--- config.mk ---
export PLATFORM = sky130hd
export DESIGN_NAME = scan_update_ctrl
export DESIGN_NICKNAME = d
export VERILOG_FILES = /design/src/rtl/scanctl_pkg.sv /design/src/rtl/scanctl_pacer.sv /design/src/rtl/scanctl_payload.sv /design/src/rtl/scanctl_seq.sv /design/src/rtl/scan_update_ctrl.sv
export SDC_FILE = /design/constraint.sdc
export NUM_CORES = 1
export LEC_CHECK = 0
export BUFFER_PORTS_ARGS = -buffer_cell sky130_fd_sc_hd__clkbuf_2
export CAP_MARGIN = 40
export CORE_ASPECT_RATIO = 0.75
export CORE_UTILIZATION = 59
export DETAILED_ROUTE_END_ITERATION = 10
export MAX_ROUTING_LAYER = met4
export PLACE_DENSITY = 0.8
export SLEW_MARGIN = 20
export SYNTH_ARGS = -nofsm -noshare
export SYNTH_HDL_FRONTEND = slang
export SYNTH_HIERARCHICAL = 1
export SYNTH_SLANG_ARGS = --single-unit
--- constraint.sdc ---
create_clock -name clk -period 4.3 [get_ports clk]
set_input_delay 0.86 -clock clk [delete_from_list [all_inputs] [get_ports clk]]
set_output_delay 0.86 -clock clk [all_outputs]
set_load 0.01 [all_outputs]
--- src/rtl/scanctl_pkg.sv ---
package scanctl_pkg;

  typedef enum logic [3:0] {
    ST_IDLE,
    ST_SI_DATA,
    ST_SI_RISE,
    ST_SI_FALL,
    ST_LAT_ON,
    ST_LAT_OFF,
    ST_CAP_SEL,
    ST_CAP_RISE,
    ST_CAP_FALL,
    ST_CAP_DESEL,
    ST_SO_DATA,
    ST_SO_RISE,
    ST_SO_FALL,
    ST_FIN
  } seq_state_e;

  // First shift position of the target slot's window.
  function automatic int unsigned win_first(input int unsigned chain_bits,
                                            input int unsigned slot_bits,
                                            input int unsigned slot);
    return chain_bits - slot_bits * (slot + 1);
  endfunction

  function automatic logic in_window(input int unsigned pos,
                                     input int unsigned first,
                                     input int unsigned slot_bits);
    return (pos >= first) && (pos < first + slot_bits);
  endfunction

  // Byte bit carried at shift position pos (most significant bit first).
  function automatic int unsigned msb_first_index(input int unsigned pos,
                                                  input int unsigned first,
                                                  input int unsigned slot_bits);
    return slot_bits - 1 - (pos - first);
  endfunction

endpackage

--- src/rtl/scanctl_pacer.sv ---
module scanctl_pacer #(
  parameter int WAIT_W = 4
) (
  input  logic              clk,
  input  logic              rst_n,
  input  logic              arm,
  input  logic              run,
  input  logic [WAIT_W-1:0] wait_in,
  output logic              tick
);

  logic [WAIT_W-1:0] wait_q;
  logic [WAIT_W-1:0] cnt_q;

  always_ff @(posedge clk or negedge rst_n) begin
    if (!rst_n) begin
      wait_q <= '0;
      cnt_q  <= '0;
    end else if (arm) begin
      wait_q <= wait_in;
      cnt_q  <= '0;
    end else if (run) begin
      if (cnt_q == '0) cnt_q <= wait_q;
      else             cnt_q <= cnt_q - WAIT_W'(1);
    end
  end

  assign tick = run && (cnt_q == '0);


  gap_chk: assert property (@(posedge clk) disable iff (!rst_n)
    (tick && (wait_q != '0)) |=> !tick)
    else $error("control events closer than the wait count");


  wait_hold_chk: assert property (@(posedge clk) disable iff (!rst_n)
    !arm |=> $stable(wait_q))
    else $error("wait count changed outside acceptance");

endmodule

--- src/rtl/scanctl_payload.sv ---
module scanctl_payload
  import scanctl_pkg::*;
#(
  parameter int  NUM_SLOTS   = 6,
  parameter int  SLOT_BITS   = 8,
  parameter bit  FILL_RECIRC = 1'b1,
  localparam int CHAIN_BITS  = NUM_SLOTS * SLOT_BITS,
  localparam int IDX_W       = (NUM_SLOTS > 1) ? $clog2(NUM_SLOTS) : 1,
  localparam int CNT_W       = (CHAIN_BITS > 1) ? $clog2(CHAIN_BITS) : 1
) (
  input  logic                 clk,
  input  logic                 rst_n,
  input  logic                 arm,
  input  logic [IDX_W-1:0]     slot_in,
  input  logic [SLOT_BITS-1:0] data_in,
  input  logic                 grab,
  input  logic                 commit,
  input  logic [CNT_W-1:0]     bit_pos,
  input  logic                 chain_rx,
  output logic                 si_bit,
  output logic                 so_bit,
  output logic [SLOT_BITS-1:0] rd_data
);

  logic [IDX_W-1:0]     slot_q;
  logic [SLOT_BITS-1:0] data_q;
  logic [SLOT_BITS-1:0] byte_q;
  logic [SLOT_BITS-1:0] rd_q;
  logic [SLOT_BITS-1:0] shifted;
  int unsigned          first_pos;
  int unsigned          pick_idx;
  logic                 hit;
  logic                 fill;

  assign first_pos = win_first(CHAIN_BITS, SLOT_BITS, 32'(slot_q));
  assign hit       = in_window(32'(bit_pos), first_pos, SLOT_BITS);
  assign pick_idx  = msb_first_index(32'(bit_pos), first_pos, SLOT_BITS);
  assign shifted   = data_q >> pick_idx;

  generate
    if (FILL_RECIRC) begin : g_recirc
      assign fill = chain_rx;
    end else begin : g_zero
      assign fill = 1'b0;
    end
  endgenerate

  assign si_bit  = hit ? shifted[0] : fill;
  assign so_bit  = fill;
  assign rd_data = rd_q;

  always_ff @(posedge clk or negedge rst_n) begin
    if (!rst_n) begin
      slot_q <= '0;
      data_q <= '0;
      byte_q <= '0;
      rd_q   <= '0;
    end else begin
      if (arm) begin
        slot_q <= slot_in;
        data_q <= data_in;
        byte_q <= '0;
      end else if (grab && hit) begin
        byte_q <= {byte_q[SLOT_BITS-2:0], chain_rx};
      end
      if (commit) rd_q <= byte_q;
    end
  end


  rd_hold_chk: assert property (@(posedge clk) disable iff (!rst_n)
    !commit |=> $stable(rd_q))
    else $error("read byte moved without a commit");


  slot_hold_chk: assert property (@(posedge clk) disable iff (!rst_n)
    !arm |=> ($stable(slot_q) && $stable(data_q)))
    else $error("request fields changed outside acceptance");

endmodule

--- src/rtl/scanctl_seq.sv ---
module scanctl_seq
  import scanctl_pkg::*;
#(
  parameter int  CHAIN_BITS = 48,
  localparam int CNT_W      = (CHAIN_BITS > 1) ? $clog2(CHAIN_BITS) : 1
) (
  input  logic             clk,
  input  logic             rst_n,
  input  logic             start,
  input  logic             slot_ok,
  input  logic             tick,
  input  logic             si_bit,
  input  logic             so_bit,
  output logic             arm,
  output logic             run,
  output logic             grab,
  output logic             commit,
  output logic [CNT_W-1:0] bit_pos,
  output logic             sc_clk,
  output logic             sc_tx,
  output logic             sc_sel,
  output logic             sc_latch,
  output logic             done
);

  localparam logic [CNT_W-1:0] LAST_POS = CNT_W'(CHAIN_BITS - 1);

  seq_state_e       st_q;
  logic [CNT_W-1:0] cnt_q;
  logic             clk_q, tx_q, sel_q, lat_q, done_q;
  logic             last_bit;

  assign arm      = (st_q == ST_IDLE) && start && slot_ok;
  assign run      = (st_q != ST_IDLE);
  assign grab     = tick && (st_q == ST_SO_DATA);
  assign commit   = tick && (st_q == ST_FIN);
  assign last_bit = (cnt_q == LAST_POS);
  assign bit_pos  = cnt_q;

  always_ff @(posedge clk or negedge rst_n) begin
    if (!rst_n) begin
      st_q   <= ST_IDLE;
      cnt_q  <= '0;
      clk_q  <= 1'b0;
      tx_q   <= 1'b0;
      sel_q  <= 1'b0;
      lat_q  <= 1'b0;
      done_q <= 1'b0;
    end else begin
      done_q <= commit;
      if (arm) begin
        st_q  <= ST_SI_DATA;
        cnt_q <= '0;
      end else if (tick) begin
        unique case (st_q)
          ST_SI_DATA: begin
            tx_q <= si_bit;
            st_q <= ST_SI_RISE;
          end
          ST_SI_RISE: begin
            clk_q <= 1'b1;
            st_q  <= ST_SI_FALL;
          end
          ST_SI_FALL: begin
            clk_q <= 1'b0;
            if (last_bit) begin
              cnt_q <= '0;
              st_q  <= ST_LAT_ON;
            end else begin
              cnt_q <= cnt_q + CNT_W'(1);
              st_q  <= ST_SI_DATA;
            end
          end
          ST_LAT_ON: begin
            lat_q <= 1'b1;
            st_q  <= ST_LAT_OFF;
          end
          ST_LAT_OFF: begin
            lat_q <= 1'b0;
            st_q  <= ST_CAP_SEL;
          end
          ST_CAP_SEL: begin
            sel_q <= 1'b1;
            st_q  <= ST_CAP_RISE;
          end
          ST_CAP_RISE: begin
            clk_q <= 1'b1;
            st_q  <= ST_CAP_FALL;
          end
          ST_CAP_FALL: begin
            clk_q <= 1'b0;
            st_q  <= ST_CAP_DESEL;
          end
          ST_CAP_DESEL: begin
            sel_q <= 1'b0;
            st_q  <= ST_SO_DATA;
          end
          ST_SO_DATA: begin
            tx_q <= so_bit;
            st_q <= ST_SO_RISE;
          end
          ST_SO_RISE: begin
            clk_q <= 1'b1;
            st_q  <= ST_SO_FALL;
          end
          ST_SO_FALL: begin
            clk_q <= 1'b0;
            if (last_bit) begin
              st_q <= ST_FIN;
            end else begin
              cnt_q <= cnt_q + CNT_W'(1);
              st_q  <= ST_SO_DATA;
            end
          end
          ST_FIN: begin
            tx_q <= 1'b0;
            st_q <= ST_IDLE;
          end
          default: st_q <= ST_IDLE;
        endcase
      end
    end
  end

  assign sc_clk   = clk_q;
  assign sc_tx    = tx_q;
  assign sc_sel   = sel_q;
  assign sc_latch = lat_q;
  assign done     = done_q;


  tx_hold_chk: assert property (@(posedge clk) disable iff (!rst_n)
    clk_q |-> $stable(tx_q))
    else $error("serial data moved while the shift clock was high");


  latch_iso_chk: assert property (@(posedge clk) disable iff (!rst_n)
    lat_q |-> (!clk_q && !sel_q))
    else $error("latch overlapped clock or select");


  sel_hold_chk: assert property (@(posedge clk) disable iff (!rst_n)
    clk_q |-> $stable(sel_q))
    else $error("select moved while the shift clock was high");


  done_pulse_chk: assert property (@(posedge clk) disable iff (!rst_n)
    done_q |=> !done_q)
    else $error("done held longer than one cycle");


  bad_slot_chk: assert property (@(posedge clk) disable iff (!rst_n)
    ((st_q == ST_IDLE) && start && !slot_ok) |=> (st_q == ST_IDLE))
    else $error("out-of-range slot started a run");

endmodule

--- src/rtl/scan_update_ctrl.sv ---
module scan_update_ctrl
  import scanctl_pkg::*;
#(
  parameter int  NUM_SLOTS   = 6,
  parameter int  SLOT_BITS   = 8,
  parameter int  WAIT_W      = 4,
  parameter bit  FILL_RECIRC = 1'b1,
  localparam int CHAIN_BITS  = NUM_SLOTS * SLOT_BITS,
  localparam int IDX_W       = (NUM_SLOTS > 1) ? $clog2(NUM_SLOTS) : 1,
  localparam int CNT_W       = (CHAIN_BITS > 1) ? $clog2(CHAIN_BITS) : 1
) (
  input  logic                 clk,
  input  logic                 rst_n,
  input  logic                 start,
  input  logic [IDX_W-1:0]     slot_idx,
  input  logic [SLOT_BITS-1:0] wr_data,
  input  logic [WAIT_W-1:0]    wait_cfg,
  output logic                 done,
  output logic [SLOT_BITS-1:0] rd_data,
  output logic                 sc_clk,
  output logic                 sc_tx,
  output logic                 sc_sel,
  output logic                 sc_latch,
  input  logic                 sc_rx
);

  logic             slot_ok;
  logic             arm, run, tick, grab, commit;
  logic             si_bit, so_bit;
  logic [CNT_W-1:0] bit_pos;

  assign slot_ok = ({1'b0, slot_idx} < NUM_SLOTS[IDX_W:0]);

  scanctl_pacer #(.WAIT_W(WAIT_W)) u_pacer (
    .clk     (clk),
    .rst_n   (rst_n),
    .arm     (arm),
    .run     (run),
    .wait_in (wait_cfg),
    .tick    (tick)
  );

  scanctl_payload #(
    .NUM_SLOTS   (NUM_SLOTS),
    .SLOT_BITS   (SLOT_BITS),
    .FILL_RECIRC (FILL_RECIRC)
  ) u_payload (
    .clk      (clk),
    .rst_n    (rst_n),
    .arm      (arm),
    .slot_in  (slot_idx),
    .data_in  (wr_data),
    .grab     (grab),
    .commit   (commit),
    .bit_pos  (bit_pos),
    .chain_rx (sc_rx),
    .si_bit   (si_bit),
    .so_bit   (so_bit),
    .rd_data  (rd_data)
  );

  scanctl_seq #(.CHAIN_BITS(CHAIN_BITS)) u_seq (
    .clk      (clk),
    .rst_n    (rst_n),
    .start    (start),
    .slot_ok  (slot_ok),
    .tick     (tick),
    .si_bit   (si_bit),
    .so_bit   (so_bit),
    .arm      (arm),
    .run      (run),
    .grab     (grab),
    .commit   (commit),
    .bit_pos  (bit_pos),
    .sc_clk   (sc_clk),
    .sc_tx    (sc_tx),
    .sc_sel   (sc_sel),
    .sc_latch (sc_latch),
    .done     (done)
  );

endmodule

== Word-level counts from Yosys, hierarchy flattened ==
Index checks and enable logic that the tools add are counted.

* Memories: 0
* Latch bits: 0
* RAM bits: 0
* Logic and storage cells: 85
* ROM bits: 0
* Output and inout port bits: 13
* Flip-flop bits (word level): 50
* Input port bits: 19

* Eq/ne operators: 15
* Shift-type cells: 1
* Multipliers: 0
* Div/mod/pow operators: 0
* Multiplexer cells: 20
* Bitwise operators: 1
* Magnitude comparators: 3
* Reduce and logical (&&, ||, !) cells: 25
* Add/subtract/negate cells: 7

{| class="wikitable"
|+ Operator list
! operator !! count
|-
| one-hot mux 4 bit (12 select lines) || 1
|-
| adder 32 x 4 -> 32 bit (second input constant) || 1
|-
| >= comparator 6 x 32 -> 1 bit || 1
|-
| less-than comparator 6 x 32 -> 1 bit || 1
|-
| right shift 8 x 32 -> 1 bit || 1
|-
| subtractor 3 x 32 -> 32 bit (first input constant) || 1
|-
| subtractor 6 x 32 -> 32 bit || 1
|-
| subtractor 6 x 32 -> 32 bit (first input constant) || 1
|-
| equality test 4 bit (second input constant) || 6
|-
| 2-to-1 mux 6 bit || 4
|-
| 2-to-1 mux 4 bit || 5
|-
| equality test 4 x 3 -> 1 bit (second input constant) || 4
|-
| 2-to-1 mux 8 bit || 2
|-
| AND reduction 3 bit || 5
|-
| one-hot mux 6 bit (2 select lines) || 1
|-
| nonzero test 2 bit || 6
|-
| equality test 4 x 2 -> 1 bit (second input constant) || 2
|-
| logical NOT 4 bit || 2
|-
| logical AND 1 bit || 7
|-
| adder 6 x 1 -> 6 bit (second input constant) || 1
|-
| equality test 6 bit (second input constant) || 1
|-
| 2-to-1 mux 3 bit || 2
|-
| one-hot mux 1 bit (2 select lines) || 3
|-
| nonzero test 3 bit || 2
|-
| other kinds (10) || 11
|}

== Depth between registers and ports, before layout ==
Gate-level depths: netlist of the first run.

* Depth after elaboration: 8
* Mapped depth: 14
* Gate-level depth less buffers: 14

== By module ==
The synthesis of the first run kept the hierarchy.

{| class="wikitable"
|+ By module, submodules not included
! module !! area each (µm²) !! cells an instance !! sequential area each (µm²) !! instances
|-
| scanctl_payload || 1,606.5 || 141 || 675.6 || 1
|-
| scanctl_seq || 1,033.5 || 113 || 375.4 || 1
|-
| scanctl_pacer || 431.7 || 39 || 200.2 || 1
|-
| scan_update_ctrl || 3.8 || 1 || 0.0 || 1
|}

== Worst setup path after synthesis of the first run ==
No wires, ideal clock.

* Path type: reg2reg
* Start: reg u_payload.slot_q[0]
* End: reg u_seq.tx_q (netlist: u_seq/sc_tx)
* Path slack: 955 ps
* Arrival time: 3,280 ps
* Period minus slack after synthesis: 3,345 ps
* Setup time: 64 ps
* Buffers on the path: 0
* Stages on the path, launching flop included: 15
* Data required time: 4,236 ps
* Path through: dfrtp_1 > inv_1 > ha_1 > xnor2_1 > ha_1 > ha_1 > fa_1 > xnor2_1 > nor4b_1 > a211oi_1 > nand4_1 > o31ai_2 > o21ba_2 > nor3_1 > mux2_2

* Word-level cells in the longest chain between the ends: 7
* Elaborated cells on any way between the ends: 11
* Classes of those cells: add/sub: 5; order compare: 2; shift: 1; mux: 2; reduce/logical: 1

{| class="wikitable"
|+ Ends and longest elaborated chain
! element !! line !! RTL
|-
| start, declared || scanctl_payload.sv:25 || <nowiki>logic [IDX_W-1:0] slot_q;</nowiki>
|-
| start signal, assigned || scanctl_payload.sv:60 || <nowiki>slot_q <= slot_in;</nowiki>
|-
| adder 3 x 1 -> 4 bit * || scanctl_pkg.sv:24 || <nowiki>return chain_bits - slot_bits * (slot + 1);</nowiki>
|-
| subtractor 6 x 32 -> 32 bit * || scanctl_pkg.sv:24 ||
|-
| subtractor 6 x 32 -> 32 bit / adder 32 x 4 -> 32 bit (equally long branches) || scanctl_pkg.sv:37, scanctl_pkg.sv:30 ||
|-
| subtractor 3 x 32 -> 32 bit / less-than comparator 6 x 32 -> 1 bit (equally long branches) || scanctl_pkg.sv:37, scanctl_pkg.sv:30 ||
|-
| right shift 8 x 32 -> 1 bit / logical AND 1 bit (equally long branches) || scanctl_payload.sv:38, scanctl_pkg.sv:30 ||
|-
| 2-to-1 mux 1 bit * || scanctl_payload.sv:48 || <nowiki>assign si_bit = hit ? shifted[0] : fill;</nowiki>
|-
| net si_bit || scan_update_ctrl.sv:29 || <nowiki>logic si_bit, so_bit;</nowiki>
|-
| one-hot mux 1 bit (3 select lines) * || scanctl_seq.sv:55 || <nowiki>unique case (st_q)</nowiki>
|-
| end signal, assigned || scanctl_seq.sv:57 || <nowiki>tx_q <= si_bit;</nowiki>
|-
| end signal, assigned || scanctl_seq.sv:99 || <nowiki>tx_q <= so_bit;</nowiki>
|-
| end, declared || scanctl_seq.sv:30 || <nowiki>logic clk_q, tx_q, sel_q, lat_q, done_q;</nowiki>
|}

Mark *: on every way through the listed nets, which the timed path passes. The rest lies on a longest branch.
A chain may end at the register's enable or synchronous reset.

== Final worst setup path of the first run ==
Same ends and word-level chain as after synthesis.

==> results of run 1 <==
per-stage QoR:
step	utilization [%]	hold WS, ns
3_3_place_gp	64.80	0.4887
2_1_floorplan	-	0.4715
6_report	67.02	0.4347
5_1_grt	67.02	0.4606
3_5_place_dp	65.10	0.4957
4_1_cts	67.02	0.4490
routing by layer:
layer  vias to the layer above  part of all wire, %  track usage, %
met5                         -                    0               -
met4                         0                  1.2           6.875
met3                         7                  4.0           3.822
met2                        44                   44           38.21
met1                      1066                   50           34.14
li1                       1105                    -               -
cell usage in the layout (no fill, tap or decap), types with 3 or more instances in the layout:
master	instances
mux2i_1	16
nor3_1	3
ha_1	16
mux2_2	23
nand3b_1	7
buf_4	3
dfrtp_1	50
nor2b_1	3
nor2_1	9
nand3_1	11
xnor2_1	3
o31ai_1	3
inv_1	17
clkbuf_8	6
o21ai_0	12
nand2b_1	15
clkbuf_2	31
nand2_1	17
o211ai_1	4
a21oi_1	12
a31oi_1	7
cell type report:
| cell class | instances | share of cell area [%] |
|---|---|---|
| timing repair buffer | 35 | 5.803 |
| clock inverter | 2 | 0.3768 |
| multi-input combinational | 209 | 49.47 |
| sequential | 50 | 37.68 |
| clock buffer | 6 | 2.487 |
| tap | 60 | 2.261 |
| inverter | 17 | 1.922 |
registers in the layout, indices dropped and copies added, names as in the netlist:
signal	cells
u_payload/byte_q	8
u_payload/data_q	8
u_payload/rd_data	8
u_seq/bit_pos	6
u_pacer/cnt_q	4
u_pacer/wait_q	4
u_seq/st_q	4
u_payload/slot_q	3
u_seq/done	1
u_seq/sc_clk	1
u_seq/sc_latch	1
u_seq/sc_sel	1
u_seq/sc_tx	1
how the worst max path moves through the flow:
stage,end,slack (ns),cells past startpoint
floorplan,u_seq/sc_tx$_DFFE_PN0P_,0.96,14
global placement,u_seq/sc_tx$_DFFE_PN0P_,0.71,13
detailed placement,u_seq/sc_tx$_DFFE_PN0P_,0.61,13
CTS,u_seq/sc_tx$_DFFE_PN0P_,0.58,13
global route,u_seq/sc_tx$_DFFE_PN0P_,0.29,13
finish,u_seq/sc_tx$_DFFE_PN0P_,0.59,13
report_power, final:
| group | internal [uW] | switching (uW) |
|---|---|---|
| clock | 130 | 156 |
| sequential | 470 | 0.315 |
| combinational | 8.33 | 13.2 |
| total | 608 | 169 |
cell families (layout without fill, tap and decap cells):
kind of cell	count (synthesis)	in the layout	synth area share, %
buf+inv	35	60	5.899
flops	50	50	40.68
simple gates	90	90	17.82
fa+ha+maj	17	17	7.160
compound gates	57	57	12.41
xor+xnor	5	5	1.668
mux	40	40	14.36
==> flow_summary.toml, run 1 <==
[clocking]
postCtsSetupRepairBufs = 0
cts_buffers = 5
cts_buffer_depth = 2
clk_pin_slew_ns = 0.09
cts_tree = "yes"
cts-hold-fix-buffers = 0
cts-resized-gates = 0
htreeDepth = 2
cts_sinks = 50
insertion_delay_ns = 0.30
root_buffer = "clkbuf_8"

[worst_setup_path]
worst_setup_path_start_kind = "flop"
crit_family = "adder cells"
ff2ff_setup_slack_ns = 0.59
crit_path_max_incr_delay_ns = 0.53
worst-path-buf-inv = 0
end_kind = "flop"
worstReg2RegEnd = "u_seq/sc_tx$_DFFE_PN0P_"
cp_data_required_time_ns = 4.55
critPathKind = "flop to flop"
cp-startpoint = "u_payload/slot_q[0]$_DFFE_PN0P_"
crit_path_max_fanout = 9
worstPathArrival_ns = 3.96
critPathSlowestCell = "fa_1"
path_cells = "ha_1, xor2_2, xnor2_1, ha_1, fa_1, xnor2_1, nor4b_1, a211oi_1, nand4_1, o31ai_2, o21ba_2, nor3_1, mux2_2"
reg2reg_from = "u_payload/slot_q[0]$_DFFE_PN0P_"
reg2reg_depth = 13

[place]
post-place-cells = 371
pre_cts_ws_ns = 0.6121
hpwlAfterDp_um = 4263
port-buffer-count = 31
gp_congestion = 0.9308
post_dp_cell_area_mm2 = 0.003226

[yosys]
syn_area_mm2 = 0.003075
yosys_warnings = 6
yosysUniqueCellTypes = 58
synthCells = 294
yosys-top-cells-area = "dfrtp_1 (41%), mux2_2 (8.4%), ha_1 (6.5%)"
synth-edff-count = 0
async_flop_share_pct = 100.0
synth_top_cell_by_area = "dfrtp_1"
syn_nets = 330
synth.avg_cell_area_um2 = 10.46
ys_seq_area_share_pct = 40.68
synth_seq_cells = 50
yosys-top-cells-count = "dfrtp_1 (50), mux2_2 (23), inv_1 (17), nand2_1 (17)"
synth_top_cell_area_share_pct = 40.68
synth_ff_type = "dfrtp_1"
synth_most_common_cell = "dfrtp_1"

[floorplan]
die_y_um = 64.53
initial_utilization_pct = 62.07
coreArea_mm2 = 0.004955
ios = 32
dieArea_mm2 = 0.005508
dieWidth_um = 85.37
row_count = 22

[timing]
tightest_slew_ns = 0.5859
max-slew-margin-rel_pct = 60.83
fin_setup_tns_ns = 0
finClkSkew_ns = 0.007602
finalCritPeriodShare_pct = 86.34
fin_ws_ns = 0.5876
setup_violations = 0
maxSlewViolCount = 0
rsz0062_at_grt = "false"
hold_viol_final = 0
layout_min_cycle_time_ns = 3.712
fmax_mhz = 269.4

[global_route]
grt_start_max_net_pins = 39
antenna_found_initial = 0
first_global_vias = 2184
grt.overflow.total = 0
grt_usage_pct = 24.64
grt_pass1_wl_um = 10360

[routing]
route.detailed.drc = 0
routed_wl_um = 5729
drt_iter0_drc = 86
wl_per_cell_um = 15.12
dr.pass1.iters = 4
routed_via_density = 5.863
vias = 2222
antenna_left = 0

[flow_run]
cap_violations = 0

[worst_hold_path]
hold_path.class = "input pin to asynchronous set/reset pin"

[finish]
multi_input_area_mm2 = 0.001643
fin_cells = 379
syn2layout_area_growth_pct = 7.974
final-seq-area_mm2 = 0.001251
drive_gt1_share_pct = 24.45
fin_area_mm2 = 0.003321
diodes = 0
nNetsFinal = 354
fillers = 410

[power_and_ir_drop]
irDropWorstVdd_v = 0.0001630
powerDensity_mw_per_mm2 = 234.0
power_uw = 777.2
leakagePower_uw = 0.001613

[outcome]
status = "finished clean"
Note: power is estimated with default switching activity, not from simulation.
==> run 2: changes to the inputs <==
--- a/config.mk
+++ b/config.mk
@@ -5,15 +5,14 @@
 export SDC_FILE = /design/constraint.sdc
 export NUM_CORES = 1
 export LEC_CHECK = 0
-export BUFFER_PORTS_ARGS = -buffer_cell sky130_fd_sc_hd__clkbuf_2
 export CAP_MARGIN = 40
 export CORE_ASPECT_RATIO = 0.75
-export CORE_UTILIZATION = 59
+export CORE_UTILIZATION = 60
 export DETAILED_ROUTE_END_ITERATION = 10
+export DONT_BUFFER_PORTS = 1
 export MAX_ROUTING_LAYER = met4
-export PLACE_DENSITY = 0.8
+export PLACE_DENSITY = 0.76
 export SLEW_MARGIN = 20
 export SYNTH_ARGS = -nofsm -noshare
 export SYNTH_HDL_FRONTEND = slang
-export SYNTH_HIERARCHICAL = 1
 export SYNTH_SLANG_ARGS = --single-unit
==> run 2 against run 1 <==
Effect of this change: wire length is 12% higher; clock skew is 0.0013 ns lower; synthesized area is 4.1% higher; total power is 6.7% higher; utilization is 0.34 points higher; hold slack worse by 0.20 ns; sequential share of layout area is 0.60 points lower; sequential power hardly changed; critical endpoint is now u_payload.byte_q[4]$_DFFE_PN0P_; highest routed layer unchanged.
==> flow_summary.toml, run 2 <==
[timing]
fmax_mhz = 258.1
setup_violations = 0
layout_min_cycle_time_ns = 3.875
fin_setup_tns_ns = 0
hold_viol_final = 0
holdWs_ns = 0.2359
finClkSkew_ns = 0.006262
rsz0062_at_grt = "false"
maxSlewViolCount = 0
tightest_slew_ns = 0.7419
max-slew-margin-rel_pct = 50.51
finalCritPeriodShare_pct = 90.11

[finish]
final_common_cell = "nand2_1"
layout_common_cells = "nand2_1 (61), dfrtp_1 (50), ha_1 (30)"
drive_gt1_share_pct = 7.941
fillers = 397
syn2layout_area_growth_pct = 5.352
multi_input_area_mm2 = 0.001818
nNetsFinal = 389
utilization_pct = 67.36
final-seq-area_mm2 = 0.001251
diodes = 0
fin_area_mm2 = 0.003374

[yosys]
synthCells = 342
synth_seq_cells = 50
synth_ff_type = "dfrtp_1"
syn_area_mm2 = 0.003203
yosys_warnings = 0
syn_nets = 392
async_flop_share_pct = 100.0
ys_seq_area_share_pct = 39.06
yosysUniqueCellTypes = 62
yosys-top-cells-count = "nand2_1 (61), dfrtp_1 (50), ha_1 (30)"
synth_most_common_cell = "nand2_1"
synth_top_cell_area_share_pct = 39.06
yosys-top-cells-area = "dfrtp_1 (39%), ha_1 (12%), nand2_1 (7.1%)"
synth-edff-count = 0
synth.avg_cell_area_um2 = 9.366
synth_top_cell_by_area = "dfrtp_1"

[global_route]
grt_usage_pct = 25.48
grt_start_max_net_pins = 51
grt.overflow.total = 0
grt_pass1_wl_um = 10850
antenna_found_initial = 0
first_global_vias = 2238

[floorplan]
dieWidth_um = 86.37
ios = 32
row_count = 22
initial_utilization_pct = 63.94
die_y_um = 65.28
coreArea_mm2 = 0.005010
dieArea_mm2 = 0.005637

[clocking]
cts_sinks = 50
htreeDepth = 2
clk_pin_slew_ns = 0.10
cts_buffer_depth = 2
cts-hold-fix-buffers = 0
insertion_delay_ns = 0.31
cts_buffers = 5
cts_tree = "yes"
cts-resized-gates = 0
postCtsSetupRepairBufs = 0
root_buffer = "clkbuf_8"

[power_and_ir_drop]
powerDensity_mw_per_mm2 = 245.8
leakagePower_uw = 0.001701
power_uw = 829.6
irDropWorstVdd_v = 0.0002050

[routing]
wl_per_cell_um = 15.58
drt_iter0_drc = 147
vias = 2448
routed_wl_um = 6417
routed_via_density = 5.942
dr.pass1.iters = 4
antenna_left = 0
route.detailed.drc = 0

[worst_setup_path]
reg2reg_from = "u_payload.slot_q[0]$_DFFE_PN0P_"
worstPathArrival_ns = 4.09
worstReg2RegEnd = "u_payload.byte_q[4]$_DFFE_PN0P_"
reg2reg_depth = 10
ff2ff_setup_slack_ns = 0.43
critPathKind = "flop to flop"
crit_path_max_fanout = 8
worst_setup_path_start_kind = "flop"
cp_data_required_time_ns = 4.52
end_kind = "flop"

[place]
gp_congestion = 0.8466
hpwlAfterDp_um = 4648
post_dp_cell_area_mm2 = 0.003253
port-buffer-count = 0

[worst_hold_path]
hold_path.class = "input pin to asynchronous set/reset pin"

[flow_run]
cap_violations = 0

[outcome]
status = "finished clean"
[run 2: worst max path at each step]
stage | from | endpoint | slack [ns] | depth (start not counted)
6_report | u_payload.slot_q[0]$_DFFE_PN0P_ | u_payload.byte_q[4]$_DFFE_PN0P_ | 0.43 | 10
5_1_grt | u_payload.slot_q[0]$_DFFE_PN0P_ | u_payload.byte_q[4]$_DFFE_PN0P_ | 0.18 | 10
4_1_cts | u_payload.slot_q[0]$_DFFE_PN0P_ | u_payload.byte_q[4]$_DFFE_PN0P_ | 0.44 | 10
3_5_place_dp | u_payload.slot_q[0]$_DFFE_PN0P_ | u_payload.byte_q[4]$_DFFE_PN0P_ | 0.46 | 10
3_3_place_gp | u_payload.slot_q[0]$_DFFE_PN0P_ | u_payload.byte_q[3]$_DFFE_PN0P_ | 0.67 | 10
2_1_floorplan | u_payload.slot_q[0]$_DFFE_PN0P_ | u_seq.sc_tx$_DFFE_PN0P_ | 1.15 | 11
[run 2: area by class of cell]
class	count	share of cell area, %
multi-input combinational	259	53.87
sequential	50	37.08
tap	72	2.670
clock buffer	6	2.447
inverter	21	2.336
clock inverter	2	1.149
timing repair buffer	2	0.4449
[run 2: cell families (layout without fill, tap and decap cells)]
kind of cell	count (synthesis)	count (layout)	share of synthesized area, %
xor gates and xnor gates	7	7	2.149
and+or+nand+nor	127	127	19.45
AOI/OAI and AO/OA	73	73	15.16
adders and majority gates	31	31	12.34
muxes	21	21	7.656
buffers and inverters	33	31	4.180
DFF	50	50	39.06
[run 2: worst max-delay path: stages (launching register included)]
cell and delay (ns):
dfrtp_1 0.48, ha_1 0.27, xor2_2 0.23, a21oi_1 0.59, inv_1 0.24, ha_1 0.27, nor2_1 0.08, or4b_4 0.46
a221oi_2 0.30, nand4bb_1 0.57, mux2i_1 0.28
[run 2: per-stage QoR]
step / setup slack (ns) / std cells
floorplan: 1.146 / 342
global placement: 0.6721 / 404
detailed placement: 0.4593 / 404
CTS: 0.4403 / 412
global route: 0.1769 / 412
finish: 0.4253 / 412
[run 2: routing by layer]
layer	track usage (%)	vias to the layer above	wire (um)
met5	-	-	0
met4	4.792	0	38
met3	5.151	6	285
met2	37.30	58	2810
met1	37.22	1177	3283
li1	-	1207	-
[run 2: report_power, final]
group          switching [uW]  leakage (uW)  internal, uW
registers               0.987      0.000670           471
clock network             163     0.0000618           192
logic                    1.36      0.000969          1.94
